--- src/rtl/seqdiv_pkg.sv ---
package seqdiv_pkg;
   typedef enum logic [1:0] {
      OP_START = 2'd0,
      OP_STEP  = 2'd1,
      OP_RDQ   = 2'd2,
      OP_RDR   = 2'd3
   } seqdiv_op_e;
endpackage

--- src/rtl/seqdiv_trial.sv ---
module seqdiv_trial #(
   parameter int W = 16
) (
   input  logic [W-1:0] rem_in,
   input  logic         bit_in,
   input  logic [W-1:0] divisor,
   output logic [W-1:0] rem_out,
   output logic         q_bit
);
   logic [W:0] trial;
   logic [W:0] ext_div;
   logic [W:0] diff;

   always_comb begin
      trial   = {rem_in, bit_in};
      ext_div = {1'b0, divisor};
      diff    = trial - ext_div;
      q_bit   = (trial >= ext_div);
      rem_out = W'(q_bit ? diff : trial);
   end
endmodule

--- src/rtl/seqdiv_array.sv ---
module seqdiv_array #(
   parameter int W = 16
) (
   input  logic [W-1:0] dividend,
   input  logic [W-1:0] divisor,
   output logic [W-1:0] quo,
   output logic [W-1:0] rem
);
   logic [W-1:0] chain [0:W];

   assign chain[0] = '0;

   for (genvar i = 0; i < W; i++) begin : g_stage
      seqdiv_trial #(.W(W)) u_trial (
         .rem_in  (chain[i]),
         .bit_in  (dividend[W-1-i]),
         .divisor (divisor),
         .rem_out (chain[i+1]),
         .q_bit   (quo[W-1-i])
      );
   end

   assign rem = chain[W];
endmodule

--- src/rtl/seqdiv_unit.sv ---
module seqdiv_unit
   import seqdiv_pkg::*;
#(
   parameter int W = 16
) (
   input  logic         clk,
   input  logic         rst_n,
   input  logic         op_valid,
   input  logic [1:0]   op_code,
   input  logic [W-1:0] src_a,
   input  logic [W-1:0] src_b,
   input  logic         flag_req,
   output logic         res_valid,
   output logic [W-1:0] res_data,
   output logic         ezf_we,
   output logic         ezf_out
);
   localparam logic [W-1:0] ONE = W'(1);

   if (W < 2) begin : g_bad_width
      $error("seqdiv_unit: W must be at least 2");
   end

   logic [W-1:0] quo_q, rem_q, div_q;
   logic         is_start, is_step, is_rdq, is_rdr;
   logic         cnt_zero, step_go, step_bit, step_qb;
   logic [W-1:0] cnt_m1, next_cnt;
   logic [W-1:0] arr_q, arr_r, step_r;

   always_comb begin
      is_start = op_valid && (op_code == OP_START);
      is_step  = op_valid && (op_code == OP_STEP);
      is_rdq   = op_valid && (op_code == OP_RDQ);
      is_rdr   = op_valid && (op_code == OP_RDR);
      cnt_zero = (src_b == '0);
      cnt_m1   = src_b - ONE;
      next_cnt = cnt_zero ? '0 : cnt_m1;
      step_go  = is_step && !cnt_zero;
      step_bit = |(src_a & (ONE << cnt_m1));
   end

   seqdiv_array #(.W(W)) u_first (
      .dividend (src_a),
      .divisor  (src_b),
      .quo      (arr_q),
      .rem      (arr_r)
   );

   seqdiv_trial #(.W(W)) u_step (
      .rem_in  (rem_q),
      .bit_in  (step_bit),
      .divisor (div_q),
      .rem_out (step_r),
      .q_bit   (step_qb)
   );

   always_ff @(posedge clk) begin
      if (!rst_n) begin
         quo_q <= '0;
         rem_q <= '0;
         div_q <= '0;
      end else if (is_start) begin
         div_q <= src_b;
         quo_q <= arr_q;
         rem_q <= arr_r;
      end else if (step_go) begin
         rem_q <= step_r;
         quo_q <= {quo_q[W-2:0], step_qb};
      end
   end

   always_ff @(posedge clk) begin
      if (!rst_n) begin
         res_valid <= 1'b0;
         res_data  <= '0;
         ezf_we    <= 1'b0;
         ezf_out   <= 1'b0;
      end else begin
         res_valid <= is_step || is_rdq || is_rdr;
         if (is_step)     res_data <= next_cnt;
         else if (is_rdq) res_data <= quo_q;
         else if (is_rdr) res_data <= rem_q;
         else             res_data <= '0;
         ezf_we <= is_step && flag_req;
         if (is_step && flag_req) ezf_out <= (next_cnt == '0);
      end
   end
endmodule

--- config.mk ---
export PLATFORM = sky130hd
export DESIGN_NAME = seqdiv_unit
export DESIGN_NICKNAME = d
export VERILOG_FILES = /design/src/rtl/seqdiv_pkg.sv /design/src/rtl/seqdiv_trial.sv /design/src/rtl/seqdiv_array.sv /design/src/rtl/seqdiv_unit.sv
export SDC_FILE = /design/constraint.sdc
export NUM_CORES = 1
export LEC_CHECK = 0
export ABC_AREA = 1
export BUFFER_PORTS_ARGS = -buffer_cell sky130_fd_sc_hd__buf_2
export CORE_ASPECT_RATIO = 1.75
export CORE_MARGIN = 5
export CORE_UTILIZATION = 30
export DETAILED_ROUTE_END_ITERATION = 7
export GPL_TIMING_DRIVEN = 0
export SLEW_MARGIN = 30
export SYNTH_ARGS = -nofsm -noshare
export SYNTH_HDL_FRONTEND = slang
export SYNTH_SLANG_ARGS = --single-unit
--- constraint.sdc ---
create_clock -name clk -period 53.1 [get_ports clk]
set_input_delay 5.31 -clock clk [delete_from_list [all_inputs] [get_ports clk]]
set_output_delay 5.31 -clock clk [all_outputs]
set_load 0.02 [all_outputs]
==> impl_metrics.csv <==
group,metric,value,unit
synth,syn-num-nets,3152,
setup_path,required,53390,ps
synth,ys_types,61,
cts,htreeDepth,3,
sta,skew,12.7,ps
global_routing,grt_max_degree,21,
routing,avgViaCountPerCell,5.12,
min_path,hold_end,"div_q[15]",
final_layout,drive_gt1_share,8.49,%
final_layout,area_growth,11.0,%
global_routing,grt_overflow_total,0,
sta,fin_crit_sh,92.6,%
routing,vias,19000,
synth,yosys_warnings,0,
floorplan,die_area,63700,µm²
routing,routed_wl,61.9,mm
setup_path,critical-path-max-stage-delay,450,ps
sta,finalHoldViolCount,0,
synth,async_flop_share,0,%
sta,setup_slack,3910,ps
cts,cts.sinks,67,
final_layout,seqCellArea,1340,µm²
setup_path,start_kind,"input pin",
floorplan,rows,117,
job,drv_cap,0,
global_routing,first_global_vias,18700,
routing,wire_per_inst,16.7,µm
setup_path,worstPathArrival,49480,ps
cts,clockBufferDepth,2,
sta,finalSetupTns,0,ps
floorplan,io_pins,57,
synth,synth_largest_type_area_fraction,18.4,%
synth,yosys-top-cells-area,"ha_1 (18%), nand2_1 (14%), a21oi_1 (8.0%)",
cts,cts_root_buf,"clkbuf_16",
placed_design,place_congestion,0.978,
sta,max_freq,20.3,MHz
placed_design,dp_worst_setup_slack,-768,ps
setup_path,r2r_slack,49010,ps
routing,drt-pass1-iter-count,7,
cts,numCtsBuffers,9,
routing,drtIter0Drc,850,
setup_path,critPathSlowestCell,"ha_1",
floorplan,start_util,30.2,%
cts,cts_tree,"yes",
global_routing,grt_pass1_wl,95.3,mm
synth,yosysTopAreaCell,"ha_1",
min_path,min_from,"div_q[15]",
setup_path,path_max_fanout,10,
cts,insertion_delay,350,ps
synth,netlist_area,17600,µm²
status,status,"finished clean",
global_routing,antenna_found_initial,4,
floorplan,die_h,330,µm
floorplan,die_w,193,µm
synth,syn_area_per_cell,6.19,µm²
sta,maxSlewHeadroom,31.5,%
sta,worst_pin_slew,1030,ps
final_layout,instances_no_fill,3706,
sta,finalSetupViolations,0,
final_layout,multi_input_area,14600,µm²
global_routing,grt_use_total,18.9,%
final_layout,layout.nets,3240,
placed_design,portBuffers,56,
floorplan,core_area,58100,µm²
synth,synth-edff-count,0,
sta,slew_violations,0,
routing,drc,0,
min_path,worstHoldPathType,"register to register",
synth,syn_inst,2839,
min_path,min_path_cells,2,
setup_path,worst-setup-path-type,"input pin to register",
cts,ctsHoldBuffers,0,
synth,yosysSeqAreaShare,7.63,%
cts,path_clk_slew,60,ps
synth,synth_ff_type,"dfxtp_1",
setup_path,endpoint_kind,"register",
final_layout,nFillCells,6558,
placed_design,hpwl,51.9,mm
sta,min_period,49190,ps
routing,ant_nets,0,
synth,synth-seq-cells,67,
placed_design,dp.cells,3668,
setup_path,crit-reg2reg-launch,"div_q[2]",
setup_path,worstReg2RegEnd,"rem_q[8]",
setup_path,ff2ff_path_depth,24,
==> placed cells by master, fill, tap and decap left out, types with 36 or more instances in the layout <==
cell type	netlist	layout
o21bai_1	39	36
nand3_1	150	150
o21ai_1	38	47
buf_2	11	59
ha_1	259	256
a21oi_1	282	279
inv_1	376	366
xnor2_1	79	79
xor2_1	145	145
nand2_1	657	655
dfxtp_1	67	67
nor2_1	179	175
o21ai_0	222	207
==> through the flow <==
stage | area, µm² | utilization (%) | hold slack (ps)
after floorplan | 17600 | - | 433
after CTS | 19200 | 33.0 | 478
final | 19500 | 33.5 | 479
after global placement | 18800 | 32.4 | 461
after detailed placement | 18800 | 32.4 | 466
after global routing | 19500 | 33.5 | 510
==> worst max-delay path: cells and delay by family <==
kind	cells	cell delay, ps
simple gates	93	10200
compound gates	131	20510
buf+inv	55	7760
fa+ha+maj	17	5600
==> layout make-up <==
| type | count | share of cell area, % |
|---|---|---|
| diodes | 1 | 0.0128 |
| plain buffers | 52 | 1.62 |
| clock buffers | 9 | 1.16 |
| clock inverters | 7 | 0.533 |
| inverters | 389 | 7.57 |
| multi-input cells | 2331 | 74.9 |
| flip-flops and latches | 67 | 6.88 |
| well taps | 773 | 4.96 |
| repair buffers | 77 | 2.36 |
==> kinds of logic after synthesis <==
kind of cell	count (synthesis)	synth area share (%)
XOR/XNOR	224	11.2
flip-flops	67	7.63
buffers and inverters	441	9.97
adder cells (fa/ha/maj)	275	20.3
AO/OA/AOI/OAI	706	22.6
multiplexers	1	0.0570
AND/OR/NAND/NOR	1125	28.3
==> metal layers <==
metal | vias up | global-route usage, % | wire, µm
li1 | 9744 | - | -
met1 | 8534 | 17.9 | 21700
met2 | 469 | 37.4 | 32700
met3 | 211 | 1.28 | 2100
met4 | 2 | 13.4 | 5380
met5 | - | 0 | 17
==> synthesized netlist by cell type (all sizes together) (2+ instances only) <==
| master | instances |
|---|---|
| a211oi | 9 |
| a21boi | 5 |
| a21o | 10 |
| a21oi | 283 |
| a221o | 5 |
| a221oi | 12 |
| a22oi | 11 |
| a31oi | 10 |
| a41oi | 4 |
| and2 | 2 |
| buf | 31 |
| clkbuf | 21 |
| clkinv | 3 |
| dfxtp | 67 |
| fa | 16 |
| ha | 259 |
| inv | 386 |
| nand2 | 674 |
| nand3 | 169 |
| nand3b | 7 |
| nand4 | 29 |
| nor2 | 196 |
| nor3 | 28 |
| nor4 | 6 |
| o2111ai | 5 |
| o211ai | 12 |
| o21a | 6 |
| o21ai | 265 |
| o21bai | 39 |
| o22ai | 18 |
| o31ai | 6 |
| or2 | 13 |
| xnor2 | 79 |
| xor2 | 145 |
==> how the worst max path moves through the flow <==
stage                          from   endpoint
after floorplan            src_b[1]  rem_q[10]
after global placement     src_b[1]  rem_q[15]
after detailed placement   src_b[1]  rem_q[15]
after CTS                  src_b[0]  rem_q[15]
after global routing      src_a[15]  rem_q[15]
final                     src_a[15]  rem_q[15]
==> timing repair <==
item                                    4_1_cts  5_1_grt
gates resized for setup                       2       72
endpoints found under the setup margin       17       18
pin swaps                                     0       15
buffers inserted                              1       20
==> state kept, by name (all words and copies together) (netlist names) <==
register	cells
div_q	16
quo_q	16
rem_q	16
res_data	16
ezf_out	1
ezf_we	1
res_valid	1
Power is not shown: default switching activity piles up to over one toggle a cycle in this logic, so the estimate is an artifact.
